$ cat config.mk
export PLATFORM = sky130hd
export DESIGN_NAME = nest_irq_ctrl
export DESIGN_NICKNAME = d
export VERILOG_FILES = /design/src/rtl/irq_pkg.sv /design/src/rtl/irq_src_front.sv /design/src/rtl/irq_pending.sv /design/src/rtl/irq_arbiter.sv /design/src/rtl/irq_level_stack.sv /design/src/rtl/nest_irq_ctrl.sv
export SDC_FILE = /design/constraint.sdc
export NUM_CORES = 1
export LEC_CHECK = 0
export BUFFER_PORTS_ARGS = -buffer_cell sky130_fd_sc_hd__buf_2
export CAP_MARGIN = 5
export CORE_MARGIN = 2
export CORE_UTILIZATION = 35
export CTS_CLUSTER_DIAMETER = 50
export DETAILED_ROUTE_END_ITERATION = 12
export PLACE_DENSITY_LB_ADDON = 0.3
export SLEW_MARGIN = 20
export SYNTH_ARGS = -nofsm -noshare
export SYNTH_HDL_FRONTEND = slang
export SYNTH_SLANG_ARGS = --single-unit
$ cat constraint.sdc
create_clock -name clk -period 51.5 [get_ports clk]
set_input_delay 5.15 -clock clk [delete_from_list [all_inputs] [get_ports clk]]
set_output_delay 5.15 -clock clk [all_outputs]
set_load 0.005 [all_outputs]
$ cat src/rtl/irq_pkg.sv
package irq_pkg;

    typedef logic [1:0] lvl_t;

    localparam lvl_t LVL_OFF = 2'b00;
    localparam lvl_t LVL_TOP = 2'b11;

    localparam int VEC_SWRST = 0;
    localparam int VEC_TRAP  = 1;
    localparam int VEC_TLI   = 2;
    localparam int VEC_GRP0  = 3;

    typedef struct packed {
        logic hit;
        logic rst_win;
        lvl_t lvl;
    } pick_t;

    function automatic int ceil_div(input int a, input int b);
        return (a + b - 1) / b;
    endfunction

endpackage

$ cat src/rtl/irq_src_front.sv
module irq_src_front
    import irq_pkg::*;
#(
    parameter int NVEC  = 32,
    parameter int NPINS = 27,
    parameter int NGRP  = 6
) (
    input  logic                      clk,
    input  logic                      rst,
    input  logic [NPINS-1:0]          ext_pin,
    input  logic                      tli_pin,
    input  logic [NVEC-4-NGRP:0]      periph_req,
    input  logic                      trap_req,
    input  logic                      swrst_req,
    output logic [NVEC-1:0]           set_vec
);
    localparam int NPER  = NVEC - VEC_GRP0 - NGRP;
    localparam int FIRST = VEC_GRP0 + NGRP;
    localparam int NRAW  = NPER + NPINS + 3;
    localparam int PPG   = ceil_div(NPINS, NGRP);

    logic [NRAW-1:0] raw, prev, rise;
    logic [NGRP-1:0] grp_rise;

    assign raw  = {periph_req, ext_pin, tli_pin, trap_req, swrst_req};
    assign rise = raw & ~prev;

    // previous sample follows inputs during reset too, so a level already high is no edge
    always_ff @(posedge clk) begin
        prev <= raw;
    end

    function automatic logic [NPINS-1:0] grp_mask(input int g);
        logic [NPINS-1:0] m;
        for (int p = 0; p < NPINS; p++) begin
            m[p] = ((p / PPG) == g);
        end
        return m;
    endfunction

    generate
        for (genvar g = 0; g < NGRP; g++) begin : g_fold
            localparam logic [NPINS-1:0] MASK = grp_mask(g);
            assign grp_rise[g] = |(rise[3 +: NPINS] & MASK);
        end
    endgenerate

    assign set_vec[VEC_SWRST]       = rise[0];
    assign set_vec[VEC_TRAP]        = rise[1];
    assign set_vec[VEC_TLI]         = rise[2];
    assign set_vec[VEC_GRP0 +: NGRP] = grp_rise;
    assign set_vec[FIRST +: NPER]   = rise[3 + NPINS +: NPER];

endmodule

$ cat src/rtl/irq_pending.sv
module irq_pending #(
    parameter int NVEC = 32,
    localparam int VW  = $clog2(NVEC)
) (
    input  logic            clk,
    input  logic            rst,
    input  logic [NVEC-1:0] set_vec,
    input  logic            clr_en,
    input  logic [VW-1:0]   clr_idx,
    output logic [NVEC-1:0] pend
);
    generate
        for (genvar g = 0; g < NVEC; g++) begin : g_bit
            always_ff @(posedge clk) begin
                if (rst) begin
                    pend[g] <= 1'b0;
                end else if (set_vec[g]) begin
                    pend[g] <= 1'b1;
                end else if (clr_en && (clr_idx == VW'(g))) begin
                    pend[g] <= 1'b0;
                end
            end

            // a granted vector with no fresh edge is no longer pending
            a_r1_clear_on_grant: assert property (@(posedge clk) disable iff (rst)
                (clr_en && clr_idx == VW'(g) && !set_vec[g]) |=> !pend[g]);
        end
    endgenerate

endmodule

$ cat src/rtl/irq_arbiter.sv
module irq_arbiter
    import irq_pkg::*;
#(
    parameter int NVEC = 32,
    localparam int VW  = $clog2(NVEC)
) (
    input  logic [NVEC-1:0]     pend,
    input  logic [2*NVEC-5:0]   prio_cfg,
    input  lvl_t                cur_lvl,
    input  logic                gmask,
    output pick_t               pick,
    output logic [VW-1:0]       win_vec
);
    lvl_t lv [NVEC];

    generate
        for (genvar v = 2; v < NVEC; v++) begin : g_lv
            assign lv[v] = prio_cfg[2*(v-2) +: 2];
        end
    endgenerate
    assign lv[0] = LVL_TOP;
    assign lv[1] = LVL_TOP;

    always_comb begin
        pick    = '0;
        win_vec = '0;
        // descending scan with >= leaves the lowest index among the highest level
        for (int v = NVEC - 1; v >= 2; v--) begin
            if (pend[v] && !gmask && (lv[v] != LVL_OFF) && (lv[v] > cur_lvl)
                && (!pick.hit || (lv[v] >= pick.lvl))) begin
                pick.hit = 1'b1;
                pick.lvl = lv[v];
                win_vec  = VW'(v);
            end
        end
        if (pend[VEC_TRAP]) begin
            pick    = '{hit: 1'b1, rst_win: 1'b0, lvl: lv[VEC_TRAP]};
            win_vec = VW'(VEC_TRAP);
        end
        if (pend[VEC_SWRST]) begin
            pick    = '{hit: 1'b1, rst_win: 1'b1, lvl: lv[VEC_SWRST]};
            win_vec = VW'(VEC_SWRST);
        end
    end

endmodule

$ cat src/rtl/irq_level_stack.sv
module irq_level_stack
    import irq_pkg::*;
#(
    parameter int DEPTH = 4,
    localparam int IW   = (DEPTH > 1) ? $clog2(DEPTH) : 1,
    localparam int SW   = $clog2(DEPTH + 1)
) (
    input  logic clk,
    input  logic rst,
    input  logic push,
    input  logic pop,
    input  logic clear,
    input  lvl_t push_lvl,
    output lvl_t top_lvl,
    output logic empty,
    output logic full
);
    lvl_t          mem [DEPTH];
    logic [SW-1:0] sp;
    logic [SW-1:0] sp_m1;

    assign empty   = (sp == '0);
    assign full    = (sp == SW'(DEPTH));
    assign sp_m1   = sp - SW'(1);
    assign top_lvl = empty ? LVL_OFF : mem[sp_m1[IW-1:0]];

    always_ff @(posedge clk) begin
        if (rst) begin
            sp <= '0;
        end else if (clear) begin
            sp <= '0;
        end else if (push) begin
            mem[sp[IW-1:0]] <= push_lvl;
            sp              <= sp + SW'(1);
        end else if (pop) begin
            sp <= sp_m1;
        end
    end

    // depth never exceeded and no push into a full stack
    a_r11_sp_bound: assert property (@(posedge clk) disable iff (rst)
        sp <= SW'(DEPTH));
    a_r11_no_push_full: assert property (@(posedge clk) disable iff (rst)
        full |-> !push);
    // a pop is only requested when something is saved
    a_r10_pop_nonempty: assert property (@(posedge clk) disable iff (rst)
        pop |-> !empty);

endmodule

$ cat src/rtl/nest_irq_ctrl.sv
module nest_irq_ctrl
    import irq_pkg::*;
#(
    parameter int NVEC  = 32,
    parameter int NPINS = 27,
    parameter int NGRP  = 6,
    parameter int DEPTH = 4,
    localparam int VW   = $clog2(NVEC),
    localparam int NPER = NVEC - VEC_GRP0 - NGRP
) (
    input  logic                  clk,
    input  logic                  rst,
    input  logic [NPINS-1:0]      ext_pin,
    input  logic                  tli_pin,
    input  logic [NPER-1:0]       periph_req,
    input  logic                  trap_req,
    input  logic                  swrst_req,
    input  logic [2*NVEC-5:0]     prio_cfg,
    input  logic                  gmask,
    input  logic                  ack,
    input  logic                  iret,
    output logic                  take,
    output logic [VW-1:0]         vec_idx,
    output logic [1:0]            exec_lvl
);
    logic [NVEC-1:0] set_vec, pend;
    pick_t           pick;
    logic [VW-1:0]   win_vec;
    logic            busy, can_go;
    lvl_t            stk_top;
    logic            stk_empty, stk_full;

    irq_src_front #(.NVEC(NVEC), .NPINS(NPINS), .NGRP(NGRP)) u_front (
        .clk(clk), .rst(rst), .ext_pin(ext_pin), .tli_pin(tli_pin),
        .periph_req(periph_req), .trap_req(trap_req), .swrst_req(swrst_req),
        .set_vec(set_vec)
    );

    irq_pending #(.NVEC(NVEC)) u_pend (
        .clk(clk), .rst(rst), .set_vec(set_vec),
        .clr_en(can_go), .clr_idx(win_vec), .pend(pend)
    );

    irq_arbiter #(.NVEC(NVEC)) u_arb (
        .pend(pend), .prio_cfg(prio_cfg), .cur_lvl(exec_lvl), .gmask(gmask),
        .pick(pick), .win_vec(win_vec)
    );

    irq_level_stack #(.DEPTH(DEPTH)) u_stk (
        .clk(clk), .rst(rst),
        .push(can_go && !pick.rst_win),
        .pop(iret && !stk_empty),
        .clear(can_go && pick.rst_win),
        .push_lvl(exec_lvl),
        .top_lvl(stk_top), .empty(stk_empty), .full(stk_full)
    );

    assign can_go = pick.hit && !busy && !iret && (pick.rst_win || !stk_full);

    always_ff @(posedge clk) begin
        if (rst) begin
            take     <= 1'b0;
            busy     <= 1'b0;
            vec_idx  <= '0;
            exec_lvl <= LVL_OFF;
        end else begin
            take <= 1'b0;
            if (can_go) begin
                take     <= 1'b1;
                busy     <= 1'b1;
                vec_idx  <= win_vec;
                exec_lvl <= pick.lvl;
            end else begin
                if (busy && ack) begin
                    busy <= 1'b0;
                end
                if (iret && !stk_empty) begin
                    exec_lvl <= stk_top;
                end
            end
        end
    end

    // the take pulse lasts one cycle
    a_r8_take_pulse: assert property (@(posedge clk) disable iff (rst)
        take |=> !take);
    // no new take while a grant waits for its acknowledge
    a_r9_wait_ack: assert property (@(posedge clk) disable iff (rst)
        (busy && !ack) |=> !take);
    // a maskable grant raises the level strictly
    a_r4_strict_rise: assert property (@(posedge clk) disable iff (rst)
        (take && vec_idx >= VW'(2)) |-> (exec_lvl > $past(exec_lvl)));
    // no maskable grant follows a cycle with the mask set
    a_r7_mask_blocks: assert property (@(posedge clk) disable iff (rst)
        (take && vec_idx >= VW'(2)) |-> !$past(gmask));
    // non-maskable grants run at the top level
    a_r6_nmi_top: assert property (@(posedge clk) disable iff (rst)
        (take && vec_idx < VW'(2)) |-> (exec_lvl == LVL_TOP));

endmodule

==> flow_metrics.tcl <==
set metrics [dict create \
    core_area_mm2 0.0244 \
    grt_pass1_wl_um 39000 \
    io_pins 126 \
    hpwl_um 19500 \
    clock_latency_ns 0.36 \
    period_needed_ns 46.88 \
    gp_congestion 0.854 \
    synth_top_area_share 0.223 \
    postSynth.asyncResetShare 0 \
    worstPathArrival_ns 47.14 \
    highest_layer "met4" \
    synth_area_leaders "dfxtp_1 22%, ha_1 15%, inv_1 4.2%" \
    syn_area_per_cell_um2 8.36 \
    layout_commonest_cell "buf_2" \
    cts_resized 0 \
    die_w_um 162 \
    wl_met1_um 11800 \
    cts_buffers 9 \
    slowest_delay_ns 0.68 \
    required_ns 51.75 \
    fillers 2512 \
    clock-sinks 105 \
    yosysTopAreaCell "dfxtp_1" \
    dp_cells 1477 \
    setup_viol 0 \
    post_cts_buffers 0 \
    switchingPower_uw 201 \
    clockBufferDepth 2 \
    firstDrtPassIters 5 \
    p_clk_frac 0.158 \
    ant_nets 0 \
    p_leak_uw 0.00461 \
    fmax_mhz 21.3 \
    dr_wl_met2_um 11200 \
    switching_share 0.462 \
    max-vdd-ir-drop_mv 0.0241 \
    cts_tree "yes" \
    critical-path-slowest-cell "nor4_1" \
    cts_hold_buffers 0 \
    period_share 0.910 \
    tightestPinTransition_ns 0.923 \
    drive_gt1_frac 0.181 \
    dieArea_mm2 0.0262 \
    area_growth_pct 14.7 \
    final_cell_mix "125 x buf_2, 102 x ha_1, 98 x nand2_1, 98 x inv_1, 97 x dfxtp_1" \
    yosysSeqAreaShare 0.250 \
    h-tree-depth 3 \
    drv_cap 0 \
    cts_root_buf "clkbuf_16" \
    initial_utilization 0.357 \
    finalMaxSlewViolations 0 \
    ys_seq_elements 105 \
    grt_max_degree 48 \
    wl_met3_um 1180 \
    hp-class "flop to flop" \
    seqCellArea_mm2 0.00218 \
    antenna_found_initial 0 \
    wl_um 24700 \
    synth_cells 1042 \
    power.share.combinational 0.615 \
    instances_no_fill 1493 \
    die_y_um 162 \
    syn_area_mm2 0.00871 \
    finalSetupTns_ns 0 \
    fin_area_mm2 0.00999 \
    drt_iter0_markers 458 \
    path_class "input port to flop" \
    io_buffers 125 \
    num_vias 8273 \
    synth_edf_count 8 \
    grt_overflow 0 \
    rsz0062_at_grt "false" \
    status "complete, no violations" \
    yosys_warnings 0 \
    vias_per_cell 5.54 \
    multi_input_area_mm2 0.00608 \
    clock_skew_ns 0.0119 \
    track_usage 0.185 \
    start_kind "input port" \
    grt_pass1_vias 7642 \
    synth_cell_type_count 113 \
    drt-wirelength-per-cell_um 16.5 \
    path_clk_slew_ns 0.08 \
    drcViolationCount 0 \
    path_max_fanout 30 \
    post_dp_cell_area_mm2 0.00969 \
    nets 1384 \
    slew_headroom 0.379 \
    synth_top_flop_cell "dfxtp_1" \
    p_per_area_mw_per_mm2 43.7 \
    power.internal_uw 235 \
    n_antenna_cell 0 \
    p_total_uw 436 \
    hold_viol 0 \
    seqPwrFrac 0.227 \
    end_kind "flop" \
    std_cell_rows 57 \
    syn_nets 1262 \
]
==> power by group through the flow <==
stage	Sequential, µW	Combinational [µW]	Clock [µW]
detailed placement	101	266	0
global route	100	301	73.6
floorplan	100	195	0
finish	99.1	268	69.0
global placement	101	260	0
CTS	99.3	267	70.9
==> worst max-delay path, delay by kind of cell <==
kind                       cells  cell delay [ns]
adders and majority gates     29             7.77
AOI/OAI and AO/OA             94            19.46
buffers and inverters          5             0.87
and+or+nand+nor               73            11.92
muxes                          5             1.93
==> sequential cells by signal, summed over array words and instances (netlist names) <==
signal and cells:
busy 1, exec_lvl 2, take 1, u_front.prev 53, u_pend.pend 32, u_stk.mem 8, u_stk.sp 3, vec_idx 5
==> cell usage after synthesis, drive strengths merged, types with 11 or more instances <==
| master | instances |
|---|---|
| nand2b | 59 |
| nand2 | 99 |
| ha | 102 |
| o21ai | 53 |
| a21oi | 76 |
| nor2b | 45 |
| dfxtp | 97 |
| a21o | 17 |
| inv | 98 |
| o211ai | 11 |
| or2 | 13 |
| and3 | 11 |
| nor4 | 12 |
| a311oi | 12 |
| nand3 | 17 |
| clkbuf | 13 |
| nor3 | 11 |
| nand4 | 12 |
| o31ai | 11 |
| nor2 | 50 |
==> routing by layer <==
| metal | up-vias | global-route usage |
|---|---|---|
| met5 | - | 0 |
| met4 | 0 | 0.0595 |
| met3 | 39 | 0.0304 |
| met2 | 215 | 0.306 |
| met1 | 3894 | 0.246 |
| li1 | 4125 | - |
==> path summary, 6_finish.rpt <==
path	slack, ns	cells after the start	endpoint	from
setup reg to reg	9.01	207	u_pend.pend[16]	exec_lvl[1]
hold / removal	0.45	2	vec_idx[1]	vec_idx[1]
setup / recovery	4.62	206	u_pend.pend[16]	gmask
hold reg to reg	0.45	2	vec_idx[1]	vec_idx[1]
==> stage by stage <==
stage,util,hold WS [ns],setup slack [ns]
floorplan,-,0.434,9.58
global placement,0.397,0.442,5.36
detailed placement,0.397,0.444,4.72
CTS,0.410,0.455,4.91
global route,0.410,0.471,0.938
finish,0.410,0.455,4.62
==> layout make-up <==
class                           count  share of cell area
Tap cell                          324              0.0406
Inverter                           98              0.0368
Sequential cell                   105               0.218
Clock buffer                       10              0.0239
Clock inverter                      6             0.00626
Multi-Input combinational cell    821               0.608
Timing Repair Buffer              129              0.0656
==> logic make-up after synthesis <==
group	Yosys count	share of synthesized area
mux	13	0.0185
compound gates	327	0.285
fa+ha+maj	103	0.148
simple gates	376	0.245
flops	105	0.250
xor+xnor	2	0.00201
buf+inv	116	0.0518
Note: power is estimated with default switching activity, not from simulation.
